$ cat src/rtl/tmr_pkg.sv
`timescale 1ns/1ps
// Shared types for the timer pair: mode encoding and the per-timer
// configuration nibble {gate, counter select, mode}.
package tmr_pkg;
    typedef enum logic [1:0] {
        TM_W13   = 2'd0,
        TM_W16   = 2'd1,
        TM_RLD8  = 2'd2,
        TM_SPLIT = 2'd3
    } tmr_mode_e;

    typedef struct packed {
        logic      gate;
        logic      ctr;
        tmr_mode_e mode;
    } tmr_cfg_t;
endpackage

$ cat src/rtl/tmr_tick_gen.sv
`timescale 1ns/1ps
// Time-base divider: tick_o is high for one cycle out of every DIV cycles.
// Assumes DIV >= 2. The first tick arrives on the DIV-th edge after reset.
module tmr_tick_gen #(
    parameter int DIV = 6
) (
    input  logic clk,
    input  logic rst_n,
    output logic tick_o
);
    localparam int PW = $clog2(DIV);

    logic [PW-1:0] pre_q;

    assign tick_o = (pre_q == PW'(DIV - 1));

    // Wrapping prescale counter
    always_ff @(posedge clk) begin
        if (!rst_n)      pre_q <= '0;
        else if (tick_o) pre_q <= '0;
        else             pre_q <= pre_q + 1'b1;
    end
endmodule

$ cat src/rtl/tmr_evt_sync.sv
`timescale 1ns/1ps
// Event input conditioner: two-flop synchronizer, then a falling-edge
// detector that samples at tick rate. fall_o is only ever high on a tick.
module tmr_evt_sync (
    input  logic clk,
    input  logic rst_n,
    input  logic tick_i,
    input  logic evt_i,
    output logic fall_o
);
    logic s1_q, s2_q, prev_q;

    assign fall_o = tick_i & prev_q & ~s2_q;

    // Metastability filter
    always_ff @(posedge clk) begin
        if (!rst_n) begin
            s1_q <= 1'b0;
            s2_q <= 1'b0;
        end else begin
            s1_q <= evt_i;
            s2_q <= s1_q;
        end
    end

    // Tick-rate sample held for edge comparison
    always_ff @(posedge clk) begin
        if (!rst_n)      prev_q <= 1'b0;
        else if (tick_i) prev_q <= s2_q;
    end
endmodule

$ cat src/rtl/tmr_unit.sv
`timescale 1ns/1ps
// One timer: a low and a high count byte advanced according to the mode.
// A write to either byte cancels the whole unit's counting in that cycle.
// SPLIT_HI=1 makes mode 3 run two 8-bit halves (high half on hi_en_i);
// SPLIT_HI=0 makes mode 3 hold the count.
module tmr_unit
    import tmr_pkg::*;
#(
    parameter int BW       = 8,
    parameter int LOW13    = 5,
    parameter bit SPLIT_HI = 1'b0
) (
    input  logic          clk,
    input  logic          rst_n,
    input  tmr_mode_e     mode_i,
    input  logic          en_i,
    input  logic          hi_en_i,
    input  logic          wr_lo_i,
    input  logic          wr_hi_i,
    input  logic [BW-1:0] wr_data_i,
    output logic [BW-1:0] lo_o,
    output logic [BW-1:0] hi_o,
    output logic          ovf_o,
    output logic          hi_ovf_o
);
    localparam int FW = BW + LOW13;

    logic [BW-1:0]   lo_q, hi_q;
    logic [FW-1:0]   v13, v13_nx;
    logic [2*BW-1:0] v16, v16_nx;
    logic            wr;

    assign v13    = {hi_q, lo_q[LOW13-1:0]};
    assign v13_nx = v13 + 1'b1;
    assign v16    = {hi_q, lo_q};
    assign v16_nx = v16 + 1'b1;
    assign wr     = wr_lo_i | wr_hi_i;
    assign lo_o   = lo_q;
    assign hi_o   = hi_q;

    // Rollover detection for the current mode
    always_comb begin
        ovf_o    = 1'b0;
        hi_ovf_o = 1'b0;
        if (!wr) begin
            case (mode_i)
                TM_W13:  ovf_o = en_i & (&v13);
                TM_W16:  ovf_o = en_i & (&v16);
                TM_RLD8: ovf_o = en_i & (&lo_q);
                TM_SPLIT: begin
                    if (SPLIT_HI) begin
                        ovf_o    = en_i & (&lo_q);
                        hi_ovf_o = hi_en_i & (&hi_q);
                    end
                end
                default: ;
            endcase
        end
    end

    // Count bytes: write beats increment
    always_ff @(posedge clk) begin
        if (!rst_n) begin
            lo_q <= '0;
            hi_q <= '0;
        end else if (wr) begin
            if (wr_lo_i) lo_q <= wr_data_i;
            if (wr_hi_i) hi_q <= wr_data_i;
        end else begin
            case (mode_i)
                TM_W13: if (en_i) begin
                    hi_q              <= v13_nx[FW-1:LOW13];
                    lo_q[LOW13-1:0]   <= v13_nx[LOW13-1:0];
                end
                TM_W16: if (en_i) {hi_q, lo_q} <= v16_nx;
                TM_RLD8: if (en_i) lo_q <= (&lo_q) ? hi_q : lo_q + 1'b1;
                TM_SPLIT: begin
                    if (SPLIT_HI) begin
                        if (en_i)    lo_q <= lo_q + 1'b1;
                        if (hi_en_i) hi_q <= hi_q + 1'b1;
                    end
                end
                default: ;
            endcase
        end
    end
endmodule

$ cat src/rtl/tmr_pair.sv
`timescale 1ns/1ps
// Two timer/counters sharing one time base. Holds the configuration byte,
// run bits and flags, routes timer 1's run bit and flag to timer 0's high
// half when timer 0 is split, and registers timer 1 rollovers as the baud
// pulse. Assumes gate_pin is synchronous to clk.
module tmr_pair
    import tmr_pkg::*;
#(
    parameter int BW       = 8,
    parameter int LOW13    = 5,
    parameter int TICK_DIV = 6
) (
    input  logic            clk,
    input  logic            rst_n,
    input  logic            cfg_we,
    input  logic [7:0]      cfg_wdata,
    input  logic            ctl_we,
    input  logic [3:0]      ctl_wdata,
    input  logic            cnt_we,
    input  logic [1:0]      cnt_sel,
    input  logic [BW-1:0]   cnt_wdata,
    input  logic [1:0]      evt_in,
    input  logic [1:0]      gate_pin,
    input  logic [1:0]      irq_ack,
    output logic [2*BW-1:0] cnt0_q,
    output logic [2*BW-1:0] cnt1_q,
    output logic [1:0]      irq_flag,
    output logic            baud_pulse
);
    localparam int NT = 2;

    logic [7:0]    cfg_q;
    tmr_cfg_t      cfg [NT];
    logic [NT-1:0] run_q, flag_q, fall, run_eff, qual, cnt_en;
    logic [NT-1:0] wr_lo, wr_hi, ovf, hi_ovf, hi_en, flag_set;
    logic [BW-1:0] lo_v [NT];
    logic [BW-1:0] hi_v [NT];
    logic          tick, split, baud_q;

    tmr_tick_gen #(.DIV(TICK_DIV)) u_tick (
        .clk    (clk),
        .rst_n  (rst_n),
        .tick_o (tick)
    );

    // Per-timer enables and byte write decode
    always_comb begin
        cfg[0] = tmr_cfg_t'(cfg_q[3:0]);
        cfg[1] = tmr_cfg_t'(cfg_q[7:4]);
        split  = (cfg[0].mode == TM_SPLIT);
        for (int i = 0; i < NT; i++) begin
            run_eff[i] = (i == 1 && split) ? 1'b1 : run_q[i];
            qual[i]    = run_eff[i] & (~cfg[i].gate | gate_pin[i]);
            cnt_en[i]  = qual[i] & (cfg[i].ctr ? fall[i] : tick);
            wr_lo[i]   = cnt_we & (cnt_sel == 2'(2 * i));
            wr_hi[i]   = cnt_we & (cnt_sel == 2'(2 * i + 1));
        end
        hi_en[0] = split & run_q[1] & tick;
        hi_en[1] = 1'b0;
    end

    for (genvar g = 0; g < NT; g++) begin : g_tmr
        tmr_evt_sync u_sync (
            .clk    (clk),
            .rst_n  (rst_n),
            .tick_i (tick),
            .evt_i  (evt_in[g]),
            .fall_o (fall[g])
        );

        tmr_unit #(
            .BW       (BW),
            .LOW13    (LOW13),
            .SPLIT_HI (g == 0)
        ) u_unit (
            .clk       (clk),
            .rst_n     (rst_n),
            .mode_i    (cfg[g].mode),
            .en_i      (cnt_en[g]),
            .hi_en_i   (hi_en[g]),
            .wr_lo_i   (wr_lo[g]),
            .wr_hi_i   (wr_hi[g]),
            .wr_data_i (cnt_wdata),
            .lo_o      (lo_v[g]),
            .hi_o      (hi_v[g]),
            .ovf_o     (ovf[g]),
            .hi_ovf_o  (hi_ovf[g])
        );
    end

    // Flag sources; timer 1 has no split half, so hi_ovf[1] stays low
    assign flag_set[0] = ovf[0];
    assign flag_set[1] = split ? hi_ovf[0] : (ovf[1] | hi_ovf[1]);

    // Configuration byte
    always_ff @(posedge clk) begin
        if (!rst_n)      cfg_q <= '0;
        else if (cfg_we) cfg_q <= cfg_wdata;
    end

    // Run bits and flags: write, then overflow set, then acknowledge
    always_ff @(posedge clk) begin
        if (!rst_n) begin
            run_q  <= '0;
            flag_q <= '0;
        end else begin
            for (int i = 0; i < NT; i++) begin
                if (ctl_we) begin
                    run_q[i]  <= ctl_wdata[2*i];
                    flag_q[i] <= ctl_wdata[2*i+1];
                end else if (flag_set[i]) begin
                    flag_q[i] <= 1'b1;
                end else if (irq_ack[i]) begin
                    flag_q[i] <= 1'b0;
                end
            end
        end
    end

    // Registered timer 1 rollover for the serial baud generator
    always_ff @(posedge clk) begin
        if (!rst_n) baud_q <= 1'b0;
        else        baud_q <= ovf[1];
    end

    assign cnt0_q     = {hi_v[0], lo_v[0]};
    assign cnt1_q     = {hi_v[1], lo_v[1]};
    assign irq_flag   = flag_q;
    assign baud_pulse = baud_q;
endmodule

$ cat config.mk
export PLATFORM = sky130hd
export DESIGN_NAME = tmr_pair
export DESIGN_NICKNAME = d
export VERILOG_FILES = /design/src/rtl/tmr_pkg.sv /design/src/rtl/tmr_tick_gen.sv /design/src/rtl/tmr_evt_sync.sv /design/src/rtl/tmr_unit.sv /design/src/rtl/tmr_pair.sv
export SDC_FILE = /design/constraint.sdc
export NUM_CORES = 1
export LEC_CHECK = 0
export CAP_MARGIN = 10
export CORE_ASPECT_RATIO = 1.4
export CORE_MARGIN = 2
export CORE_UTILIZATION = 57
export CTS_CLUSTER_SIZE = 20
export DETAILED_ROUTE_END_ITERATION = 8
export PLACE_DENSITY_LB_ADDON = 0.08
export SLEW_MARGIN = 20
export SYNTH_ARGS = -nofsm -noshare
export SYNTH_HDL_FRONTEND = slang
export SYNTH_SLANG_ARGS = --single-unit
$ cat constraint.sdc
create_clock -name clk -period 5.1 [get_ports clk]
set_clock_uncertainty 0.05 [all_clocks]
set_input_delay 0.765 -clock clk [delete_from_list [all_inputs] [get_ports clk]]
set_output_delay 0.765 -clock clk [all_outputs]
set_load 0.005 [all_outputs]
# ---- Yosys cells after proc, flatten, opt, wreduce, memory -nomap -nowiden
# Index checks and enable logic that the tools add are counted.
# Widths: inputs -> output; s select.
dict set report word_totals {
  regBits 54
  elab_cells 145
}
dict set report classes {
  eq_ne 21
  n_bitwise 30
  muxes 43
  n_reduce_logical 25
  n_addsub 8
}
# cell n
set op_table {}
lappend op_table {{$mux 8} 20}
lappend op_table {{$add 16x1->16 const B} 2}
lappend op_table {{$reduce_and 16->1} 2}
lappend op_table {{$add 13x1->13 const B} 2}
lappend op_table {{$reduce_and 13->1} 2}
lappend op_table {{$add 8x1->8 const B} 3}
lappend op_table {{$ne 3x1->1 const B} 8}
lappend op_table {{$pmux 8 s3} 1}
lappend op_table {{$reduce_and 8->1} 3}
lappend op_table {{$and 1x1->1} 21}
lappend op_table {{$pmux 5 s4} 1}
lappend op_table {{$reduce_and 5->1} 4}
lappend op_table {{$pmux 8 s2} 1}
lappend op_table {{$pmux 5 s3} 1}
lappend op_table {{$mux 1} 13}
lappend op_table {{$reduce_bool 3->1} 4}
lappend op_table {{$reduce_bool 4->1} 3}
lappend op_table {{$eq 2x2->1 const B} 5}
lappend op_table {{$mux 5} 2}
lappend op_table {{$pmux 3 s3} 1}
lappend op_table {{$ne 2x1->1 const B} 4}
lappend op_table {{$reduce_and 4->1} 2}
lappend op_table {{$eq 2x1->1 const B} 3}
lappend op_table {{$logic_not 2->1} 3}
lappend op_table {{7 further kinds} 16}

# ---- Depth between registers and ports, before layout
# Gate-level depths: netlist of run 1.
dict set report depth {
  depth_word 11
  depth_mapped 8
}

# ---- Modules after synthesis
# Synthesis of run 1 repeated with hierarchy kept, for this count alone.
dict set report unflattened {
  hier_cells 475
  area_unflattened_um2 3823.7
}
# module cells_per_inst area_per_inst_um2 instances
set by_module_without_submodules {}
lappend by_module_without_submodules {{tmr_unit at g_tmr[0].u_unit} 212 1572.8 1}
lappend by_module_without_submodules {{tmr_unit at g_tmr[1].u_unit} 173 1313.8 1}
lappend by_module_without_submodules {tmr_pair 61 599.3 1}
lappend by_module_without_submodules {tmr_evt_sync 8 98.8 2}
lappend by_module_without_submodules {tmr_tick_gen 13 140.1 1}

# ---- Worst setup path after synthesis of run 1
# OpenSTA, ideal clock, no wires.
dict set report synth_timing {
  path_kind {input to register}
  from {input port gate_pin[1]}
  to {register g_tmr[1].u_unit.hi_q[7]}
  stages 5
  setup_time_ns 0.074
  slack_ns 2.833
  arrival_ns 2.143
  cell_sequence {nor2b_1 > a211o_1 > or3_4 > or4_1 > a31oi_1}
}
dict set report synth_between {
  elab_chain_len 5
}
# element line
set synth_rtl {}
lappend synth_rtl {{from (decl)} tmr_pair.sv:23} ;# input logic [1:0] gate_pin,
lappend synth_rtl {{$or 1x1->1 (*)} tmr_pair.sv:53} ;# qual[i] = run_eff[i] & (~cfg[i].gate | gate_pin[i]);
lappend synth_rtl {{$and 1x1->1 (*)} tmr_pair.sv:53}
lappend synth_rtl {{$and 1x1->1 (*)} tmr_pair.sv:54} ;# cnt_en[i] = qual[i] & (cfg[i].ctr ? fall[i] : tick);
lappend synth_rtl {{$ne 3x1->1 (no line)} n/a}
lappend synth_rtl {{$reduce_and 4->1 (no line) (*)} n/a}
lappend synth_rtl {{to (signal assigned)} tmr_unit.sv:72} ;# hi_q <= v13_nx[FW-1:LOW13];
lappend synth_rtl {{to (signal assigned)} tmr_unit.sv:75} ;# TM_W16: if (en_i) {hi_q, lo_q} <= v16_nx;
lappend synth_rtl {{to (signal assigned)} tmr_unit.sv:80} ;# if (hi_en_i) hi_q <= hi_q + 1'b1;
lappend synth_rtl {{to (decl)} tmr_unit.sv:28} ;# logic [BW-1:0] lo_q, hi_q;
# Mark *: on every way between the ends. The rest lies on a longest branch, timed or not.
# A chain may end at the register's enable or synchronous reset.

# ---- Worst setup path in the final report of run 1
dict set report layout_timing {
  from {input port cnt_sel[1]}
  to {register g_tmr[1].u_unit.hi_q[2]}
}
dict set report layout_between {
  elab_chain_len 5
}
# element line
set layout_rtl {}
lappend layout_rtl {{from (decl)} tmr_pair.sv:20} ;# input logic [1:0] cnt_sel,
lappend layout_rtl {{$eq 2x2->1 (on tied branches)} {tmr_pair.sv:55, tmr_pair.sv:56}}
lappend layout_rtl {{$and 1x1->1 (on tied branches)} {tmr_pair.sv:55, tmr_pair.sv:56}}
lappend layout_rtl {{$or 1x1->1} tmr_unit.sv:37} ;# assign wr = wr_lo_i | wr_hi_i;
lappend layout_rtl {{$ne 3x1->1 (no line) (tied with other cells)} n/a}
lappend layout_rtl {{$reduce_and 4->1 (no line)} n/a}
lappend layout_rtl {{to (signal assigned)} tmr_unit.sv:68} ;# if (wr_hi_i) hi_q <= wr_data_i;
lappend layout_rtl {{to (signal assigned)} tmr_unit.sv:72}
lappend layout_rtl {{to (signal assigned)} tmr_unit.sv:75}
# Several ways; a longest one is shown, not always the timed one.

==> results.md, run 1 <==
- Worst Setup EP: g_tmr[1].u_unit.hi_o[2]
- Syn Area/Cell: around 8.0 um^2
- Clk pwr share: between 20 and 30%
- Largest incremental delay on the critical path: approximately 800 ps
- Slowest CP cell: and2_1
- # hold bufs at CTS: 0
- Largest net degree at the start of global routing: 28
- Post-detail-place hpwl: approximately 7900 um
- CTS buffer count: 5
- Via count: 3961
- CP Cell Sequence: clkdlybuf4s50_1 > and2_1 > nand2_1 > o31ai_1 > nand2_1 > o221ai_1
- Post-layout util: between 70 and 80%
- Period utilization: 58.78%
- Mapped Cells: roughly 450
- Worst reg2reg endpoint: g_tmr[0].u_unit.lo_o[3]
- Post-DRT Antenna Nets: 0
- Ys flop type: dfxtp_1
- Post-CTS setup buffers: 0
- Initial antenna violation count: 0
- Number of global-route vias before repair: 3753
- VDD IR-drop max: between 0.15 and 0.2 mV
- Slew @ Worst Pin: between 1000 and 1500 ps
- FF+latch count, synth: 54
- Synth-to-Final Area Change: 21.40%
- Internal power: 642.0 uW
- Reg2Reg Depth: 5
- Clk Latency, worst-skew pair: roughly 320 ps
- Worst Path Arrival: approximately 3200 ps
- Initial Utilization: about 58%
- Crit Reg-Reg Startpoint: g_tmr[0].u_unit.lo_o[0]
- H-tree depth: 2
- Reg clk slew, reported paths: approximately 110 ps
- Global-route wire length before repair: 17570 um
- Drt via density: approximately 6.9
- Layout cell share with drive strength beyond 1: under 10%
- Die ar.: 6978 um^2
- Final routed DRC violation total: 0
- HP Start: g_tmr[0].u_sync.s1_q
- Clock root cell: clkbuf_8
- Async S/R FF share, synth: 0%
- Most common cell after layout, fill and taps aside: clkdlybuf4s50_1
- Startpoint Class: input pin
- Port Buffers: 67
- Status: finished clean
- Max FO, Critical Path: 27
- Min Tclk post-route: roughly 3000 ps
- GRT Util Overall: just over 30%
- R2R setup slack: ~2500 ps
- Worst Setup SP: cnt_sel[1]
- Rel. slew slack: 32.51%
- RSZ-0062 raised after global routing: false
- Placed inst area: approximately 4300 um^2
- DRT iter0 DRCs: around 410
- Commonest cells after routing, fill and taps aside: clkdlybuf4s50_1 (67), dfxtp_1 (54), nor2_1 (34), nand2_1 (33), nand3_1 (32)
- Total Power: around 940 uW
- PD cells: around 220 nW/um^2
- Flop pwr share: just over 50%
- Syn. warnings: 0
- Layout Cells excl Fill: 572
- Min-delay worst type: flip-flop to flip-flop
- Fmax: 333.6 MHz
- Post-synthesis sequential area ratio: 30.02%
- Most common cell on crit path: nand2_1
- CTS Sinks: 54
- CP required: approximately 5300 ps
- GR Overflow Total: 0
- Leak: ~0.0015 uW
- Net count, final: 548
- Max-cap viol count: 0
- Design Area, Final: between 4000 and 5000 um^2
- Worst Setup End Kind: flip-flop
- Drt pass-1 iters: 6
- CTS Buffer Depth: 2
- Wirelength per Cell: around 19 um
- Post-synth EDFFs: 0
- Switching Fraction: between 30% and 40%
- Final Wtd Congestion: between 0.9 and 1
- Netlist Area Pre-Place: ~3600 um^2
- Setup violators final: 0
- Die Wd: approximately 70 um
- Setup tns final: 0 ps
- Num rows: 34
- Final wirelength: roughly 11000 um
- Post-synth cell types: 66
- Final Hold Fails: 0
- I/O pin count: 68
- Dpl cells: between 500 and 600
- Resized Gates After CTS: 0
- Fin. max-slew vios: 0
- Core Area: between 6000 and 7000 um^2
- Combinational power share: about 22%
- Ant diodes: 0
- Kind of critical path: input pin to flip-flop
- Post-Syn Nets: between 500 and 600
- Net Switching: around 300 uW
- Die Span Y: ~100 um
- CTS tree: yes
Yosys cell counts (8+ instances only):
cell type | count | area, um^2
dfxtp_1 | 54 | 1081
nor2_1 | 34 | 127.6
nand2_1 | 33 | 123.9
nand3_1 | 32 | 160.2
clkbuf_1 | 25 | 93.84
a21oi_1 | 23 | 115.1
inv_1 | 23 | 86.33
o21ai_0 | 21 | 105.1
ha_1 | 16 | 200.2
o31ai_1 | 12 | 90.09
a221oi_1 | 11 | 96.34
mux2i_1 | 10 | 100.1
and3_1 | 9 | 56.30
nand4_1 | 9 | 56.30
nor4_1 | 8 | 50.05
o211ai_1 | 8 | 60.06
power by group through the flow:
stage                     Clock [uW]  Sequential (uW)  Combinational, uW
after floorplan                    0              475                119
after global placement             0              484                194
after detailed placement           0              485                198
after CTS                        263              476                199
after global routing             281              481                220
final                            263              477                203
final cells by class:
type	count	area [um^2]
Clock inverter	3	25.02
Multi-Input combinational cell	346	2335
Fill cell	507	1797
Sequential cell	54	1081
Tap cell	72	90.09
Clock buffer	5	68.82
Timing Repair Buffer	69	685.7
Inverter	23	86.33
critical path: cells and delay by family:
| kind | cells | cell delay, ps |
|---|---|---|
| AOI/OAI and AO/OA | 2 | 510 |
| and+or+nand+nor | 3 | 1400 |
| buffers and inverters | 1 | 510 |
layer usage:
layer  routed length [um]  share of wire, %  up-vias  GRT usage [%]
met1                 4110                38     1879          36.39
li1                     -                 -     1821              -
met2                 5654                52      223          54.34
met4                  333               3.1        0          13.79
met3                  769               7.1       38          3.199
met5                    0                 0        -              0
how the worst min path moves through the flow:
| stage | to | slack [ps] | cells after the start |
|---|---|---|---|
| after CTS | g_tmr[1].u_sync.s2_q | 410 | 1 |
| after detailed placement | g_tmr[1].u_sync.s2_q | 380 | 1 |
| after global placement | g_tmr[1].u_sync.s2_q | 370 | 1 |
| after floorplan | g_tmr[0].u_sync.s2_q | 360 | 1 |
| final | g_tmr[0].u_sync.s2_q | 410 | 1 |
| after global routing | g_tmr[0].u_sync.s2_q | 430 | 1 |
through the flow:
stage / hold WS [ps] / setup WS [ps]
2_1_floorplan: 361.9 / 2833
3_3_place_gp: 370.7 / 1584
3_5_place_dp: 380.3 / 1493
4_1_cts: 407.1 / 1830
5_1_grt: 427.5 / 1906
6_report: 407.3 / 2102
registers in the layout, summed over array words and instances (netlist names):
signal	cells
g_tmr.u_sync.s2_q	2
run_q	2
irq_flag	2
g_tmr.u_unit.lo_o	16
g_tmr.u_unit.hi_o	16
u_tick.pre_q	3
g_tmr.u_sync.s1_q	2
baud_pulse	1
g_tmr.u_sync.prev_q	2
cfg_q	8
kinds of logic (layout without fill, tap and decap cells):
group / after synthesis / count (layout) / synth area share, %
and+or+nand+nor: 163 / 163 / 23.18
AOI/OAI and AO/OA: 147 / 147 / 30.58
DFF: 54 / 54 / 30.02
buffers and inverters: 52 / 100 / 5.455
adders and majority gates: 16 / 16 / 5.559
xor gates and xnor gates: 10 / 10 / 2.432
muxes: 10 / 10 / 2.780
(Power assumes the default switching activity.)
==> run 2, diff against run 1 <==
Settings changed: CORE_UTILIZATION 57 to 53.
Clock period 5.1 ns to 3.1 ns, I/O delays scaled along.
==> run 2 against run 1 <==
Compared with the run above:
- worst setup slack worse by 1500 ps
- combinational power increased by 69%
- final cell count is 2.4% higher
- register-to-register slack got worse by 1900 ps
- critical path depth rose by 1
- critical path type is now flip-flop to flip-flop
- highest routed layer unchanged
==> results.md, run 2 (synthesis results as in run 1) <==
- CTS Buffer Depth: 2
- Wirelength per Cell: approximately 18 um
- Buffer and inverter count on the worst path: 2
- # hold bufs at CTS: 0
- Most common cell after layout, fill and taps aside: clkdlybuf4s50_1
- Worst setup margin: 570.0 ps
- Cell family with most CP delay: compound AO/OA/AOI/OAI gates
- Reg clk slew, reported paths: roughly 110 ps
- Ant diodes: 0
- Setup violators final: 0
- Largest net degree at the start of global routing: 31
- I/O pin count: between 60 and 70
- Total Power: 1618 uW
- Met3 GRT Util: 3.881%
- Clock root cell: clkbuf_8
- CTS tree: yes
- GRT Util Overall: 28.87%
- Kind of critical path: flip-flop to flip-flop
- Slowest CP cell: o221ai_1
- Min-delay worst type: flip-flop to flip-flop
- Number of global-route vias before repair: between 3000 and 4000
- Worst Path Arrival: 2680 ps
- Max FO, Critical Path: 11
- GR Util met1: approximately a third
- Rel. slew slack: between 30% and 40%
- H-tree depth: 2
- DP Worst Slack: between 500 and 600 ps
- Initial antenna violation count: 0
- Most Used Layer, Global Route: met2
- Status: finished clean
- Die Wd: 73.67 um
- CTS buffer count: 5
- Synth-to-Final Area Change: 24.29%
- DRT iter0 DRCs: 290
- Post-CTS setup buffers: 0
- RSZ-0062 raised after global routing: false
- Layout cell share with drive strength beyond 1: between 7 and 8%
- CP required: about 3300 ps
- Via count: about 3900
- Die ar.: between 7000 and 8000 um^2
- Setup tns final: 0 ps
- Fmax: ~400 MHz
- Clk Latency, worst-skew pair: a little over 300 ps
- Filler Cells Inserted: a little under 600
- Min Tclk post-route: about 2500 ps
- Final wirelength: approximately 11000 um
- Startpoint Class: flip-flop
- Drt pass-1 iters: 5
- Worst Setup End Kind: flip-flop
- Final routed DRC violation total: 0
- Drt via density: 6.618
- M2 GR Usage: between 50% and 60%
- Die Span Y: 101.5 um
- Final Wtd Congestion: a little under 1
- Port Buffers: 67
- Max-cap viol count: 0
- Post-DRT Antenna Nets: 0
- Initial Utilization: 54.82%
- PD cells: about 360 nW/um^2
- Net count, final: 560
- VDD IR-drop max: about 0.32 mV
- GR Overflow Total: 0
- Core Area: between 6000 and 7000 um^2
- Post-detail-place hpwl: 7912 um
- Most common cell on crit path: inv_1
- Commonest cells after routing, fill and taps aside: clkdlybuf4s50_1 (67), dfxtp_1 (54), nor2_1 (34), nand2_1 (33), nand3_1 (32)
- CTS Sinks: 54
- Period utilization: 81.61%
- Global-route wire length before repair: ~17000 um
- Final Hold Fails: 0
- Resized Gates After CTS: 0
- Fin. max-slew vios: 0
- Leak: 0.001567 uW
- Slew @ Worst Pin: 964.4 ps
- Num rows: 35
- Largest incremental delay on the critical path: around 760 ps
- Worst hold margin: around 390 ps
- CP Cell Sequence: inv_1 > ha_1 > inv_1 > a22oi_1 > o221ai_1 > a21oi_1 > a2111oi_0
[run 2: layer usage]
layer	vias to the layer above	share of wire (%)
met3	31	6.0
met4	0	3.3
met1	1829	39
met2	169	51
li1	1849	-
met5	-	0
[run 2: final timing paths]
path                              from                       to  slack, ps  depth (start not counted)
setup / recovery              cfg_q[1]  g_tmr[0].u_unit.hi_o[6]        570                          7
hold / removal    g_tmr[1].u_sync.s1_q     g_tmr[1].u_sync.s2_q        390                          1
setup reg to reg              cfg_q[1]  g_tmr[0].u_unit.hi_o[6]        570                          7
hold reg to reg   g_tmr[1].u_sync.s1_q     g_tmr[1].u_sync.s2_q        390                          1
[run 2: area by class of cell]
type | instances | area [um^2] | area share [%]
clock buffers | 5 | 68.82 | 1.538
clock inverters | 3 | 47.55 | 1.062
well taps | 74 | 92.59 | 2.069
repair buffers | 81 | 775.7 | 17.33
inverters | 23 | 86.33 | 1.929
flip-flops and latches | 54 | 1081 | 24.15
multi-input cells | 346 | 2323 | 51.92
[run 2: metrics by stage]
| step | cell area [um^2] | cells | utilization [%] |
|---|---|---|---|
| after CTS | 4476 | 586 | 68.13 |
| final | 4476 | 586 | 68.13 |
| after detailed placement | 4359 | 578 | 66.36 |
| after floorplan | 3601 | 452 | - |
| after global routing | 4476 | 586 | 68.13 |
| after global placement | 4359 | 578 | 66.36 |
[run 2: where the power goes]
group | internal, uW | total (uW) | switching (uW)
Clock | 245 | 492 | 247
Combinational | 172 | 344 | 172
Sequential | 730 | 782 | 52.3
==> run 3, diff against run 2 <==
Settings changed: CORE_UTILIZATION 53 to 48.
Clock period 3.1 ns to 2.04 ns, I/O delays scaled along.
==> run 3 against run 2 <==
Compared with the run above:
- final cell count increased by 14%
- routed wire length increased by 8.9%
- first-iteration DRC count decreased by 14%
- global-route usage decreased by 0.76 points
- hold slack got worse by 0.68 ps
- register-to-register slack got worse by 550 ps
- power increased by 59%
- core utilization increased by 1.2 points
- combinational power increased by 90%
- via count increased by 4.6%
- highest routed layer unchanged
==> results.md, run 3 (synthesis results as in run 1) <==
- Status: finished clean
- Largest net degree at the start of global routing: 21
- Initial Utilization: between 40% and 50%
- Most common cell after layout, fill and taps aside: buf_4
- Via count: about 4000
- Setup tns final: 0 ps
- GRT Util Overall: about 28%
- CTS Sinks: 54
- GR Overflow Total: 0
- Rel. slew slack: 63.60%
- RSZ-0062 raised after global routing: true
- Port Buffers: 67
- Number of global-route vias before repair: 3932
- Startpoint Class: flip-flop
- CTS tree: yes
- Clk Latency, worst-skew pair: between 300 and 400 ps
- DRT iter0 DRCs: 250
- Net count, final: between 600 and 700
- H-tree depth: 2
- Initial antenna violation count: 0
- Reg clk slew, reported paths: approximately 100 ps
- Wirelength per Cell: between 15 and 20 um
- Final routed DRC violation total: 0
- Met3 Wirelength: between 400 and 500 um
- Slowest CP cell: or3b_2
- Buffer and inverter count on the worst path: 2
- Core Area: roughly 7300 um^2
- Global-route wire length before repair: 18560 um
- Leak: approximately 0.0019 uW
- Ant diodes: 0
- Die ar.: just over 8000 um^2
- Slew @ Worst Pin: approximately 540 ps
- Total Power: approximately 2600 uW
- Die Wd: just under 80 um
- CP Cell Sequence: inv_1 > ha_1 > or3b_2 > nor2_2 > a311oi_1 > buf_4 > a211oi_1 > nor2_1
- Max-cap viol count: 0
- Final wirelength: around 12000 um
- Largest incremental delay on the critical path: ~480 ps
- I/O pin count: 68
- Worst setup margin: between 20 and 25 ps
- CTS buffer count: 5
- Worst Path Arrival: around 2200 ps
- Min-delay worst type: flip-flop to flip-flop
- Filler Cells Inserted: 674
- Period utilization: 98.97%
- Post-detail-place hpwl: between 8000 and 9000 um
- Commonest cells after routing, fill and taps aside: buf_4 (71), clkdlybuf4s50_1 (67), dfxtp_1 (48), nor2_1 (33), nand2_1 (32)
- Fmax: 495.3 MHz
- Final Wtd Congestion: between 0.9 and 1
- Synth-to-Final Area Change: 40.83%
- DP Worst Slack: -275.1 ps
- # hold bufs at CTS: 0
- Post-Route M1 WL: about 4700 um
- Drt via density: slightly above 6
- CP required: around 2200 ps
- Highest routed layer: met4
- Setup violators final: 0
- Kind of critical path: flip-flop to flip-flop
- Min Tclk post-route: around 2000 ps
- Max FO, Critical Path: 4
- Worst Setup End Kind: flip-flop
- CTS Buffer Depth: 2
- Fin. max-slew vios: 0
- Routed wl met2: 6021 um
- Cell family with most CP delay: simple AND/OR/NAND/NOR gates
- Final Hold Fails: 0
- Num rows: 37
- Clock root cell: clkbuf_8
- Drt pass-1 iters: 4
- Layout cell share with drive strength beyond 1: about a fifth
- Post-DRT Antenna Nets: 0
- PD cells: roughly 510 nW/um^2
- VDD IR-drop max: slightly above 0.5 mV
- Die Span Y: 106.5 um
run 3: cell count changes in the layout (fill, tap and decap cells not counted), moves of 3 or more:
cell     delta
dfxtp_1     -6
ha_2        +3
o32ai_1     -3
buf_4      +57
ha_1        -5
o32ai_2     +3
dfxtp_2     +6
run 3: timing repair:
action,in CTS,in global routing
buffers inserted,0,4
resized for setup,3,25
pin swaps,1,10
hold endpoints to repair,0,0
endpoints found under the setup margin,2,24
run 3: cell type report:
type                       instances  area, um^2  share of cell area, %
clock inverter                     3       45.04                 0.8882
sequential                        54        1089                  21.47
clock buffer                       5       68.82                  1.357
timing repair buffer             138        1204                  23.74
tap                               97       121.4                  2.393
inverter                          23       86.33                  1.702
multi-input combinational        346        2457                  48.46
run 3: routing by layer:
metal | global-route usage [%] | up-vias
li1 | - | 1965
met1 | 31.83 | 1945
met2 | 51.37 | 121
met3 | 3.565 | 24
met4 | 13.65 | 0
met5 | 0 | -
run 3: power breakdown:
part | total [uW] | switching [uW] | internal (uW)
combinational | 655 | 312 | 343
sequential | 1170 | 60.5 | 1110
clock | 751 | 385 | 366
run 3: worst paths after layout:
path                                   to  slack (ps)            startpoint  depth (start not counted)
setup / recovery  g_tmr[1].u_unit.lo_o[5]          20              cfg_q[4]                          8
hold / removal       g_tmr[1].u_sync.s2_q         390  g_tmr[1].u_sync.s1_q                          1
setup reg to reg  g_tmr[1].u_unit.lo_o[5]          20              cfg_q[4]                          8
hold reg to reg      g_tmr[1].u_sync.s2_q         390  g_tmr[1].u_sync.s1_q                          1
run 3: worst reg2reg max path, cell delays in order (launching register included):
cell      delay (ps)
dfxtp_2          350
inv_1             60
ha_1             340
or3b_2           480
nor2_2           120
a311oi_1          70
buf_4            160
a211oi_1         220
nor2_1            80
run 3: metrics by stage:
stage,instance area (um^2),hold slack (ps),util [%],cells
floorplan,3620,361.9,-,452
global placement,4803,364.7,65.67,654
detailed placement,4803,368.3,65.67,654
CTS,4921,394.3,67.28,662
global route,5071,398.7,69.33,666
finish,5071,391.6,69.33,666
